### src/rtl/falu_pkg.sv
package falu_pkg;

   typedef enum logic [3:0] {
      OP_ADD   = 4'd0,
      OP_ADDC  = 4'd1,
      OP_SUB   = 4'd2,
      OP_SUBC  = 4'd3,
      OP_SUBI  = 4'd4,
      OP_SUBCI = 4'd5,
      OP_AND   = 4'd6,
      OP_OR    = 4'd7,
      OP_XOR   = 4'd8,
      OP_SLL   = 4'd9,
      OP_SRL   = 4'd10,
      OP_SRA   = 4'd11,
      OP_LDHI  = 4'd12
   } falu_op_e;

   function automatic logic op_is_arith(input logic [3:0] op);
      return op <= 4'(OP_SUBCI);
   endfunction

   function automatic logic op_in_use(input logic [3:0] op);
      return op <= 4'(OP_LDHI);
   endfunction

endpackage

### src/rtl/falu_opsel.sv
module falu_opsel #(
   parameter int DATA_W = 32,
   parameter int IMM_W  = 13
) (
   input  logic              imm_sel_i,
   input  logic [IMM_W-1:0]  imm_i,
   input  logic [DATA_W-1:0] reg_i,
   output logic [DATA_W-1:0] operand_o
);
   localparam int EXT_W = DATA_W - IMM_W;

   initial begin
      assert (IMM_W > 0 && IMM_W < DATA_W)
         else $error("falu_opsel: IMM_W must be between 1 and DATA_W-1");
   end

   always_comb begin
      if (imm_sel_i)
         operand_o = {{EXT_W{imm_i[IMM_W-1]}}, imm_i};
      else
         operand_o = reg_i;
   end
endmodule

### src/rtl/falu_addsub.sv
module falu_addsub
   import falu_pkg::*;
#(
   parameter int DATA_W = 32
) (
   input  falu_op_e          op_i,
   input  logic [DATA_W-1:0] s1_i,
   input  logic [DATA_W-1:0] s2_i,
   input  logic              cin_i,
   output logic [DATA_W-1:0] sum_o,
   output logic              cout_o,
   output logic              ovf_o
);
   localparam int MSB = DATA_W - 1;

   logic              swap, invert, carry_in;
   logic [DATA_W-1:0] x, y, y_eff;
   logic [DATA_W:0]   wide;

   always_comb begin
      swap     = (op_i == OP_SUBI) || (op_i == OP_SUBCI);
      invert   = (op_i != OP_ADD) && (op_i != OP_ADDC);
      unique case (op_i)
         OP_ADD:                     carry_in = 1'b0;
         OP_SUB, OP_SUBI:            carry_in = 1'b1;
         default:                    carry_in = cin_i;
      endcase
      x     = swap ? s2_i : s1_i;
      y     = swap ? s1_i : s2_i;
      y_eff = invert ? ~y : y;
      wide  = {1'b0, x} + {1'b0, y_eff} + {{DATA_W{1'b0}}, carry_in};
      sum_o  = wide[DATA_W-1:0];
      cout_o = wide[DATA_W];
      ovf_o  = (x[MSB] == y_eff[MSB]) && (sum_o[MSB] != x[MSB]);
   end
endmodule

### src/rtl/falu_logic.sv
module falu_logic
   import falu_pkg::*;
#(
   parameter int DATA_W    = 32,
   parameter int IMM_W     = 13,
   parameter int LIMM_W    = 19,
   parameter bit LOG_SHIFT = 1'b1
) (
   input  falu_op_e          op_i,
   input  logic [DATA_W-1:0] s1_i,
   input  logic [DATA_W-1:0] s2_i,
   input  logic [LIMM_W-1:0] limm_i,
   output logic [DATA_W-1:0] res_o
);
   localparam int SHW = $clog2(DATA_W);
   localparam int MSB = DATA_W - 1;

   initial begin
      assert (LIMM_W + IMM_W == DATA_W)
         else $error("falu_logic: LIMM_W + IMM_W must equal DATA_W");
      assert ((1 << SHW) == DATA_W)
         else $error("falu_logic: DATA_W must be a power of two");
   end

   logic [SHW-1:0]    amt;
   logic [DATA_W-1:0] shifted;

   assign amt = s2_i[SHW-1:0];

   generate
      if (LOG_SHIFT) begin : g_log_shift
         // Staged right shifter; left shifts run through it bit-reversed.
         logic [DATA_W-1:0] src, rev_src, rev_out;
         logic [DATA_W-1:0] stage [0:SHW];
         logic              fill, left;

         assign left = (op_i == OP_SLL);
         assign fill = (op_i == OP_SRA) && s1_i[MSB];

         for (genvar b = 0; b < DATA_W; b++) begin : g_rev
            assign rev_src[b]       = s1_i[MSB-b];
            assign rev_out[b]       = stage[SHW][MSB-b];
         end

         assign src      = left ? rev_src : s1_i;
         assign stage[0] = src;

         for (genvar k = 0; k < SHW; k++) begin : g_stage
            localparam int STEP = 1 << k;
            assign stage[k+1] = amt[k]
               ? {{STEP{fill}}, stage[k][DATA_W-1:STEP]}
               : stage[k];
         end

         assign shifted = left ? rev_out : stage[SHW];
      end else begin : g_op_shift
         always_comb begin
            unique case (op_i)
               OP_SLL:  shifted = s1_i << amt;
               OP_SRA:  shifted = DATA_W'($signed(s1_i) >>> amt);
               default: shifted = s1_i >> amt;
            endcase
         end
      end
   endgenerate

   always_comb begin
      unique case (op_i)
         OP_AND:                 res_o = s1_i & s2_i;
         OP_OR:                  res_o = s1_i | s2_i;
         OP_XOR:                 res_o = s1_i ^ s2_i;
         OP_SLL, OP_SRL, OP_SRA: res_o = shifted;
         OP_LDHI:                res_o = {limm_i, {IMM_W{1'b0}}};
         default:                res_o = '0;
      endcase
   end
endmodule

### src/rtl/falu_top.sv
module falu_top
   import falu_pkg::*;
#(
   parameter int DATA_W    = 32,
   parameter int IMM_W     = 13,
   parameter int LIMM_W    = 19,
   parameter int SEL_BIT   = 13,
   parameter bit LOG_SHIFT = 1'b1
) (
   input  logic              clk,
   input  logic              rst_n,
   input  logic [3:0]        op_i,
   input  logic              scc_i,
   input  logic [DATA_W-1:0] rs1_i,
   input  logic [DATA_W-1:0] rs2_i,
   input  logic [LIMM_W-1:0] field_i,
   output logic [DATA_W-1:0] result_o,
   output logic              z_o,
   output logic              n_o,
   output logic              v_o,
   output logic              c_o
);
   localparam int MSB = DATA_W - 1;

   initial begin
      assert (SEL_BIT >= IMM_W && SEL_BIT < LIMM_W)
         else $error("falu_top: SEL_BIT must lie above the short immediate");
   end

   falu_op_e          op;
   logic [DATA_W-1:0] s2, arith_res, logic_res;
   logic              arith_cout, arith_ovf, arith, in_use, flag_we;

   assign op     = falu_op_e'(op_i);
   assign arith  = op_is_arith(op_i);
   assign in_use = op_in_use(op_i);

   falu_opsel #(.DATA_W(DATA_W), .IMM_W(IMM_W)) u_opsel (
      .imm_sel_i (field_i[SEL_BIT]),
      .imm_i     (field_i[IMM_W-1:0]),
      .reg_i     (rs2_i),
      .operand_o (s2)
   );

   falu_addsub #(.DATA_W(DATA_W)) u_addsub (
      .op_i   (op),
      .s1_i   (rs1_i),
      .s2_i   (s2),
      .cin_i  (c_o),
      .sum_o  (arith_res),
      .cout_o (arith_cout),
      .ovf_o  (arith_ovf)
   );

   falu_logic #(
      .DATA_W(DATA_W), .IMM_W(IMM_W), .LIMM_W(LIMM_W), .LOG_SHIFT(LOG_SHIFT)
   ) u_logic (
      .op_i   (op),
      .s1_i   (rs1_i),
      .s2_i   (s2),
      .limm_i (field_i),
      .res_o  (logic_res)
   );

   assign result_o = arith ? arith_res : logic_res;
   assign flag_we  = scc_i && in_use;

   always_ff @(posedge clk or negedge rst_n) begin
      if (!rst_n) begin
         z_o <= 1'b0;
         n_o <= 1'b0;
         v_o <= 1'b0;
         c_o <= 1'b0;
      end else if (flag_we) begin
         z_o <= (result_o == '0);
         n_o <= result_o[MSB];
         v_o <= arith && arith_ovf;
         c_o <= arith && arith_cout;
      end
   end

   AST_FLAGS_HOLD: assert property (@(posedge clk) disable iff (!rst_n)
      !(scc_i && in_use) |=> $stable({z_o, n_o, v_o, c_o}));

   AST_UNUSED_ZERO: assert property (@(posedge clk) disable iff (!rst_n)
      !in_use |-> result_o == '0);

   AST_SUB_NOBORROW: assert property (@(posedge clk) disable iff (!rst_n)
      (scc_i && op == OP_SUB) |=> c_o == ($past(rs1_i) >= $past(s2)));

   AST_ZERO_FLAG: assert property (@(posedge clk) disable iff (!rst_n)
      (scc_i && in_use) |=> z_o == ($past(result_o) == '0));

   AST_LOGIC_CLEARS_VC: assert property (@(posedge clk) disable iff (!rst_n)
      (scc_i && in_use && !arith) |=> (!v_o && !c_o));

   AST_LDHI_LOW_ZERO: assert property (@(posedge clk) disable iff (!rst_n)
      (op == OP_LDHI) |-> result_o[IMM_W-1:0] == '0);
endmodule

### config.mk
export PLATFORM = sky130hd
export DESIGN_NAME = falu_top
export DESIGN_NICKNAME = d
export VERILOG_FILES = /design/src/rtl/falu_pkg.sv /design/src/rtl/falu_opsel.sv /design/src/rtl/falu_addsub.sv /design/src/rtl/falu_logic.sv /design/src/rtl/falu_top.sv
export SDC_FILE = /design/constraint.sdc
export NUM_CORES = 1
export LEC_CHECK = 0
export ABC_CLOCK_PERIOD_IN_PS = 6600
export BUFFER_PORTS_ARGS = -buffer_cell sky130_fd_sc_hd__buf_2
export CAP_MARGIN = 15
export CORE_MARGIN = 4
export CORE_UTILIZATION = 35
export DETAILED_ROUTE_END_ITERATION = 10
export PLACE_DENSITY_LB_ADDON = 0.3
export SLEW_MARGIN = 20
export SYNTH_ARGS = -nofsm -noshare
export SYNTH_HDL_FRONTEND = slang
export SYNTH_SLANG_ARGS = --single-unit
### constraint.sdc
create_clock -name clk -period 6.6 [get_ports clk]
set_clock_uncertainty 0.05 [all_clocks]
set_input_delay 0.33 -clock clk [delete_from_list [all_inputs] [get_ports clk]]
set_output_delay 0.33 -clock clk [all_outputs]
set_load 0.01 [all_outputs]
== After elaboration in Yosys (flattened, before gate mapping) ==
Cells that the tools add are included.
Word-level totals
  flip-flop bits (word level): 4
  bits of input ports: 90
  output and inout port bits: 36
  word-level logic and storage cells: 51
Operators by class
  add/sub/neg operators: 2
  order comparisons: 2
  equal/unequal tests: 13
  mux-type cells: 14
  bitwise operators: 4
  reductions and logical operators: 12
Operator list (count)
  32-bit two-way mux: 12
  32-bit case mux with 5 select lines: 1
  32-bit by 32-bit adder with 33-bit output: 1
  33-bit by 1-bit adder with 33-bit output: 1
  32-bit bitwise AND: 1
  32-bit zero test: 1
  32-bit NOT: 1
  32-bit bitwise OR: 1
  32-bit bitwise XOR: 1
  4-bit equality test, second input constant: 5
  4-bit by 3-bit equality test with 1-bit output, second input constant: 4
  1-bit logical AND: 6
  4-bit by 2-bit equality test with 1-bit output, second input constant: 1
  4-bit by 3-bit <= comparator with 1-bit output, second input constant: 1
  4-bit <= comparator, second input constant: 1
  4-bit zero test: 1
  4-bit by 1-bit != test with 1-bit output, second input constant: 1
  4-bit nonzero test: 1
  3-bit OR reduction: 1
  1-bit case mux with 2 select lines: 1
  2-bit OR reduction: 1
  1-bit equality test: 1
  1-bit logical OR: 1
  1-bit != test: 1

== Depth between registers and ports, before layout ==
Gate-level depths: netlist (run 1).
  depth in word-level cells: 11
  depth in mapped cells: 23
  depth with buffers taken out: 18

== Cells and area by module ==
Synthesis (run 1) repeated with hierarchy kept, for this count alone.
Second synthesis, totals
  cell total of the unflattened synthesis: 1100
  area, all modules: 8361.8 µm²
By module, submodules not included
  falu_logic: times used 1, cells an instance 564, area each 4287.9 µm², seq. area each 0.0 µm²
  falu_addsub: times used 1, cells an instance 423, area each 2834.0 µm², seq. area each 0.0 µm²
  falu_top: times used 1, cells an instance 75, area each 688.2 µm², seq. area each 100.1 µm²
  falu_opsel: times used 1, cells an instance 38, area each 551.8 µm², seq. area each 0.0 µm²

== Worst setup path before layout (run 1) ==
OpenSTA, ideal clock, no wires.
  path kind: input port to flip-flop
  start: input op_i[1]
  end: register z_o
  library setup time: 0.094 ns
  data arrival time: 5.787 ns
  data required time: 6.456 ns
  slack: 0.669 ns
  cell stages on the path: 22
  path buffers: 5
  path through: clkbuf_1 -> clkbuf_1 -> buf_1 -> nor2_1 -> and2_1 -> clkbuf_1 -> clkbuf_1 -> o21ai_0 -> fa_1 -> fa_1 -> a211oi_1 -> o21bai_1 -> a32o_1 -> or2_2 -> a211o_1 -> a41o_1 -> or2_2 -> nand3_1 -> o2111ai_1 -> or3_1 -> or4_1 -> o31ai_2
On the way
  cells in the longest elaborated chain, start to end: 11
  elaborated cells between the ends (all ways): 38
  those cells by class: add/sub: 2; order compare: 2; eq/ne: 11; mux: 13; bitwise: 1; reduce/logical: 9
RTL lines
  from (decl): RTL line falu_top.sv:12  | input logic [3:0] op_i,
  branches (longest 9 deep; another with 32-bit by 32-bit adder with 33-bit output)
  32-bit two-way mux (*): RTL line falu_top.sv:65  | assign result_o = arith ? arith_res : logic_res;
  via result_o[28]: RTL line falu_top.sv:17  | output logic [DATA_W-1:0] result_o,
  32-bit zero test (*): RTL line falu_top.sv:75  | z_o <= (result_o == '0);
  to (signal assigned): RTL line falu_top.sv:75
  to (decl): RTL line falu_top.sv:18  | output logic z_o,
Mark *: on every way through the listed nets, which the timed path passes.
A chain may end at the register's enable or synchronous reset.

== Worst setup path after layout (run 1) ==
  start: input field_i[13]
  end: output result_o[31]
On the way
  cells in the longest elaborated chain, start to end: 9
  elaborated cells between the ends (all ways): 18
  those cells by class: add/sub: 2; mux: 12; bitwise: 4
RTL lines
  from (decl): RTL line falu_top.sv:16  | input logic [LIMM_W-1:0] field_i,
  32-bit two-way mux (*): RTL line falu_opsel.sv:18  | if (imm_sel_i)
  branches (longest 7 deep; another with 32-bit by 32-bit adder with 33-bit output)
  32-bit two-way mux (*): RTL line falu_top.sv:65
  to (decl): RTL line falu_top.sv:17
Mark *: on every way between the ends.

==> impl_metrics.env, run 1 <==
export IMPL_outcome="finished clean"
export IMPL_leakage_uw=0.00404
export IMPL_cts_buffer_depth=2
export IMPL_postRouteAntennaNets=0
export IMPL_track_usage_pct=30.1
export IMPL_die_y_microns=159
export IMPL_drive_gt1_share_pct=20.1
export IMPL_maxCapViolCount=0
export IMPL_rsz0062_at_grt="false"
export IMPL_die_area_sq_mm=0.0251
export IMPL_diodes=0
export IMPL_dr_pass1_iters=7
export IMPL_yosys_top_cells_count="nand2_1, o21ai_0, ha_1"
export IMPL_start_kind="input pin"
export IMPL_period_share_pct=85.3
export IMPL_dp_cells=1504
export IMPL_min_period_ns=5.63
export IMPL_wl_microns=38900
export IMPL_yosys_warnings=0
export IMPL_rows=54
export IMPL_initial_core_util_pct=36.0
export IMPL_grt_max_degree=41
export IMPL_crit_path_max_fanout=20
export IMPL_reg2reg_from="c_o"
export IMPL_synthFlopType="dfrtp_1"
export IMPL_insertion_delay_ns=0.22
export IMPL_ys_ff_latch=4
export IMPL_worst_slew_pin_slew_ns=1.06
export IMPL_syn_num_nets=1330
export IMPL_met2_usage_pct=48.1
export IMPL_fillCellCount=2329
export IMPL_synth_edff_count=0
export IMPL_path_cells="buf_2, buf_4, inv_1, a21o_1, o211ai_1, o21ai_0, ha_1, a21o_1, a31oi_1, o221ai_1, or3_1, o211ai_1, a31oi_1, o21ai_0, a21oi_1, or3_1, mux2i_1, o211ai_1, buf_2"
export IMPL_grt_busiest_layer="met2"
export IMPL_cp_arrival_ns=5.25
export IMPL_synth_most_common_cell="nand2_1"
export IMPL_setup_viol_count_final=0
export IMPL_max_slew_margin_pct=28.7
export IMPL_cts_resized=0
export IMPL_nets=1417
export IMPL_cpPeakStageDelay_ns=0.38
export IMPL_avgSynthCellArea_sq_um=6.94
export IMPL_synth_top_cell_area_share_pct=15.0
export IMPL_path_clk_slew_ns=0.03
export IMPL_cts_tree="done"
export IMPL_io_pins=126
export IMPL_yosysTopAreaCell="ha_1"
export IMPL_dpl_hpwl_microns=31100
export IMPL_drc=0
export IMPL_use_met1_pct=39.8
export IMPL_clock_sinks=4
export IMPL_cts_setup_buffers=0
export IMPL_port_buffers=125
export IMPL_power_density_mw_per_mm2=131
export IMPL_clock_fmax_mhz=178
export IMPL_worstPathRequired_ns=6.22
export IMPL_vdd_drop_max_uv=84.0
export IMPL_crit_slowest_cell="ha_1"
export IMPL_cts_htree_levels=1
export IMPL_stdcell_count=1508
export IMPL_syn_cell_area_sq_mm=0.00793
export IMPL_synthTopCellsByArea="ha_1, o21ai_0, mux4_2, nand2_1, a21oi_1"
export IMPL_seq_area_frac_synth_pct=1.26
export IMPL_timing_rr_end="z_o"
export IMPL_netlist_instances=1143
export IMPL_cts_root_buffer="clkbuf_16"
export IMPL_worst_r2r_cell_count=16
export IMPL_worstSetupEndpointType="output port"
export IMPL_crit_type="input pin to output port"
export IMPL_grt_antenna_before_repair=4
export IMPL_drtIter0Drc=1177
export IMPL_ys_async_sr_fraction_pct=100
export IMPL_fp_dieW_microns=159
export IMPL_overflow=0
export IMPL_viasPerCell=6.66
export IMPL_reg2reg_slack_ns=1.55
export IMPL_p_total_uw=1180
export IMPL_hold_viol=0
export IMPL_grt_pass1_vias=9252
export IMPL_cpMostUsedCell="o211ai_1"
export IMPL_grt_pass1_wl_microns=57900
export IMPL_min_path_type="input pin to asynchronous set/reset pin"
export IMPL_syn_to_final_growth_pct=13.3
export IMPL_cts_made_buffers=3
export IMPL_synthDistinctLibCells=80
export IMPL_core_area_sq_mm=0.0220
export IMPL_avgRoutedWirePerCell_microns=25.8
export IMPL_vias=10000
export IMPL_grtUsageMet3_pct=6.50
export IMPL_drv_slew=0
export IMPL_fin_tns_setup_ns=0
export IMPL_place_gp_congestion=1.04
report_power, final:
part           leakage [uW]  internal (uW)  switching, uW
Clock             0.0000370           77.4           16.9
Sequential        0.0000533           28.0           1.99
Combinational       0.00395            385            672
Total               0.00404            491            691
flip-flops by register name, summed over array words and instances, names as in the netlist:
name	cells
n_o	1
z_o	1
v_o	1
c_o	1
per-layer routing:
layer,vias up,part of all wire (%)
met3,140,12
met2,646,44
met5,-,0.14
met4,6,5.6
met1,4751,39
li1,4506,-
layout make-up:
| class | count | area [sq um] | area share [%] |
|---|---|---|---|
| clock buffers | 3 | 75.1 | 0.836 |
| inverters | 79 | 299 | 3.33 |
| multi-input cells | 975 | 7220 | 80.3 |
| flip-flops and latches | 4 | 100 | 1.11 |
| well taps | 280 | 350 | 3.90 |
| repair buffers | 167 | 943 | 10.5 |
critical path, delay by kind of cell:
| family | cells | cell delay [ns] |
|---|---|---|
| AOI/OAI and AO/OA | 11 | 2.46 |
| buffers and inverters | 4 | 1.17 |
| and+or+nand+nor | 2 | 0.73 |
| adders and majority gates | 1 | 0.38 |
| muxes | 1 | 0.15 |
cells by family after synthesis:
group | share of synthesized area, %
adder cells (fa/ha/maj) | 15.5
flip-flops | 1.26
XOR/XNOR | 2.21
AO/OA/AOI/OAI | 38.5
buffers and inverters | 8.43
AND/OR/NAND/NOR | 17.1
multiplexers | 17.0
cell usage in the layout (no fill, tap or decap), types with 4 or more instances in the layout:
cell type / instances
a22o_1: 11
mux2_2: 13
a22oi_1: 23
or2_2: 8
a32oi_1: 5
o211ai_1: 49
nor3_1: 15
a222oi_1: 9
inv_1: 76
buf_2: 125
a31oi_1: 11
xor2_1: 9
buf_4: 41
nor2b_1: 4
nand3_1: 16
nor2_1: 62
o21a_1: 5
mux2i_2: 8
o31ai_1: 10
or3_1: 6
o21ai_0: 139
dfrtp_1: 4
xnor2_1: 11
o22ai_1: 13
nand4_1: 7
o2111ai_1: 6
a211oi_1: 18
mux2i_1: 37
nand2_1: 148
a211o_1: 10
o221ai_1: 9
a21o_1: 26
nand2b_1: 8
a221oi_1: 7
mux4_2: 30
nor3_2: 4
a21oi_1: 78
ha_1: 95
stage by stage:
step / area [sq um] / hold WS, ns / util, % / setup WS (ns)
final: 8980 / 0.393 / 40.8 / 0.969
after global routing: 8980 / 0.421 / 40.8 / 0.734
after CTS: 8980 / 0.394 / 40.8 / 1.02
after detailed placement: 8900 / 0.0939 / 40.4 / 0.896
after global placement: 8900 / 0.0895 / 40.4 / 0.981
after floorplan: 7930 / -0.0156 / - / 0.669
timing repair:
| item | in CTS | in global routing |
|---|---|---|
| hold endpoints to repair | 4 | 0 |
| hold buffers | 1 | 0 |
| setup endpoints to repair | 0 | 0 |
worst max path at each step:
stage                start            to  slack [ns]  cells past startpoint
2_1_floorplan      op_i[1]           z_o        0.67                     22
3_3_place_gp   field_i[13]           z_o        0.98                     19
3_5_place_dp   field_i[13]           z_o        0.90                     19
4_1_cts        field_i[13]  result_o[31]        1.02                     19
5_1_grt        field_i[13]  result_o[31]        0.73                     18
6_report       field_i[13]  result_o[31]        0.97                     19
No activity file was read; power rests on OpenSTA's default activity.
==> run 2, diff against run 1 <==
--- a/config.mk
+++ b/config.mk
@@ -5,11 +5,12 @@
 export SDC_FILE = /design/constraint.sdc
 export NUM_CORES = 1
 export LEC_CHECK = 0
-export ABC_CLOCK_PERIOD_IN_PS = 6600
+export ABC_CLOCK_PERIOD_IN_PS = 5500
 export BUFFER_PORTS_ARGS = -buffer_cell sky130_fd_sc_hd__buf_2
 export CAP_MARGIN = 15
 export CORE_MARGIN = 4
 export CORE_UTILIZATION = 35
+export CTS_CLUSTER_DIAMETER = 30
 export DETAILED_ROUTE_END_ITERATION = 10
 export PLACE_DENSITY_LB_ADDON = 0.3
 export SLEW_MARGIN = 20
==> constraint.sdc (replaced) <==
create_clock -name clk -period 5.5 [get_ports clk]
set_clock_uncertainty 0.05 [all_clocks]
set_input_delay 0.275 -clock clk [delete_from_list [all_inputs] [get_ports clk]]
set_output_delay 0.275 -clock clk [all_outputs]
set_load 0.01 [all_outputs]
==> run 2 against run 1 <==
Against the previous run: worst hold slack worse by 0.059 ns; core utilization up 1.5 points; critical path depth is 4 lower; register-to-register slack got worse by 1.1 ns; total power is 25% higher; critical endpoint is now z_o; largest cell class unchanged; highest routed layer is now met4.
==> impl_metrics.env, run 2 (synthesis results as in run 1) <==
export IMPL_drc=0
export IMPL_port_buffers=125
export IMPL_cts_htree_levels=1
export IMPL_clock_fmax_mhz=189
export IMPL_outcome="finished clean"
export IMPL_grt_pass1_wl_microns=59800
export IMPL_grt_antenna_before_repair=0
export IMPL_power_density_mw_per_mm2=158
export IMPL_p_total_uw=1470
export IMPL_fp_dieW_microns=159
export IMPL_crit_type="input pin to flop"
export IMPL_nets=1458
export IMPL_critical_path_top_delay_family="simple AND/OR/NAND/NOR gates"
export IMPL_cts_root_buffer="clkbuf_16"
export IMPL_io_pins=126
export IMPL_rsz0062_at_grt="false"
export IMPL_combPwrFrac_pct=89.5
export IMPL_hold_viol=0
export IMPL_min_path_type="input pin to asynchronous set/reset pin"
export IMPL_cp_arrival_ns=5.38
export IMPL_period_share_pct=96.3
export IMPL_worst_slew_pin_slew_ns=0.937
export IMPL_crit_slowest_cell="or4_1"
export IMPL_p_int_uw=627
export IMPL_core_area_sq_mm=0.0220
export IMPL_crit_path_max_fanout=20
export IMPL_grt_pass1_vias=9325
export IMPL_syn_to_final_growth_pct=17.3
export IMPL_clock_sinks=4
export IMPL_p_seq_share_pct=2.5
export IMPL_p_switching_uw=846
export IMPL_mostFrequentLayoutCells="nand2_1, o21ai_0, buf_2"
export IMPL_maxCapViolCount=0
export IMPL_path_clk_slew_ns=0.03
export IMPL_place_gp_congestion=1.07
export IMPL_overflow=0
export IMPL_fin_tns_setup_ns=0
export IMPL_vias=10100
export IMPL_grt_max_degree=41
export IMPL_cpMostUsedCell="or4_1"
export IMPL_leakage_uw=0.00424
export IMPL_postRouteAntennaNets=0
export IMPL_die_area_sq_mm=0.0251
export IMPL_vdd_drop_max_uv=98.1
export IMPL_wl_microns=40800
export IMPL_fillCellCount=2345
export IMPL_cpPeakStageDelay_ns=0.71
export IMPL_rows=54
export IMPL_min_period_ns=5.30
export IMPL_dr_pass1_iters=6
export IMPL_clockPowerShare_pct=8.0
export IMPL_die_y_microns=159
export IMPL_drtIter0Drc=1211
export IMPL_start_kind="input pin"
export IMPL_setup_viol_count_final=0
export IMPL_switching_share_pct=57.4
export IMPL_initial_core_util_pct=36.0
export IMPL_cts_buffer_depth=2
export IMPL_seq_area_sq_um=100
export IMPL_multi_input_area_sq_mm=0.00723
export IMPL_cts_tree="done"
export IMPL_dpl_hpwl_microns=33100
export IMPL_worstSetupEndpointType="flop"
export IMPL_path_cells="buf_2, buf_4, mux2_4, inv_4, mux4_2, mux2i_2, o32ai_1, o31ai_1, a31oi_1, a211o_1, or4_1, nor4_2, nand4_1, or4_1, o31ai_2"
export IMPL_cts_setup_buffers=0
export IMPL_worstPathRequired_ns=5.58
export IMPL_cts_made_buffers=3
export IMPL_critPathBufInv=3
export IMPL_drive_gt1_share_pct=22.9
export IMPL_fin_util_pct=42.2
export IMPL_insertion_delay_ns=0.23
export IMPL_drv_slew=0
export IMPL_max_slew_margin_pct=37.1
export IMPL_track_usage_pct=31.3
export IMPL_final_common_cell="nand2_1"
export IMPL_viasPerCell=6.54
export IMPL_avgRoutedWirePerCell_microns=26.4
-- run 2: cell count changes in the layout (fill, tap and decap cells not counted), sizes merged --
cell	before	now
buf	166	207
diode	0	1
-- run 2: power groups by stage --
stage          clock (uW)  sequential (uW)  combinational (uW)
6_report              117             36.9                1320
5_1_grt               121             36.9                1410
4_1_cts               118             36.8                1290
3_5_place_dp            0             37.2                1280
3_3_place_gp            0             36.9                1290
2_1_floorplan           0             37.9                 796
-- run 2: worst register-to-register path, stage by stage (launching register included) --
cell,delay [ns]
dfrtp_1,0.45
a21oi_1,0.16
a21oi_1,0.09
fa_2,0.44
fa_2,0.42
a211oi_1,0.29
o21bai_1,0.16
a32o_1,0.27
or2_2,0.32
a211o_1,0.31
a41o_1,0.29
or2_2,0.33
nand3_1,0.09
o2111ai_1,0.10
or3_4,0.39
or4_1,0.55
o31ai_2,0.20
-- run 2: worst paths after layout --
path / from / depth (start not counted) / slack (ns) / endpoint
min: rst_n / 2 / 0.33 / v_o
max in group asynchronous: rst_n / 2 / 4.93 / z_o
min in group clk: v_o / 2 / 0.43 / v_o
max reg2reg: c_o / 16 / 0.48 / z_o
min reg2reg: v_o / 2 / 0.43 / v_o
max: field_i[13] / 15 / 0.20 / z_o
-- run 2: final cells by class --
| type | instances | share of cell area, % |
|---|---|---|
| timing repair buffer | 208 | 13.4 |
| sequential | 4 | 1.08 |
| inverter | 79 | 3.21 |
| multi-input combinational | 975 | 77.7 |
| antenna | 1 | 0.0269 |
| tap | 280 | 3.77 |
| clock buffer | 3 | 0.807 |
-- run 2: repair_timing --
item,in CTS,in global routing
setup endpoints to repair,0,1
resized for setup,0,1
hold endpoints to repair,4,0
hold buffers,1,0
-- run 2: per-stage QoR --
| stage | hold slack, ns | setup WS, ns | instance area [sq um] | cells |
|---|---|---|---|---|
| floorplan | -0.0706 | 0.0490 | 7960 | 1143 |
| global placement | 0.0345 | 0.0592 | 9220 | 1545 |
| detailed placement | 0.0462 | 0.105 | 9220 | 1545 |
| CTS | 0.343 | 0.315 | 9300 | 1549 |
| global route | 0.352 | 0.000564 | 9300 | 1549 |
| finish | 0.333 | 0.203 | 9300 | 1550 |
-- run 2: routing by layer --
metal | wire length (microns) | global-route usage, % | vias to the layer above
li1 | - | - | 4598
met1 | 16600 | 41.7 | 4831
met2 | 18400 | 51.1 | 607
met3 | 3730 | 4.27 | 105
met4 | 2150 | 12.4 | 0
met5 | 0 | 0 | -
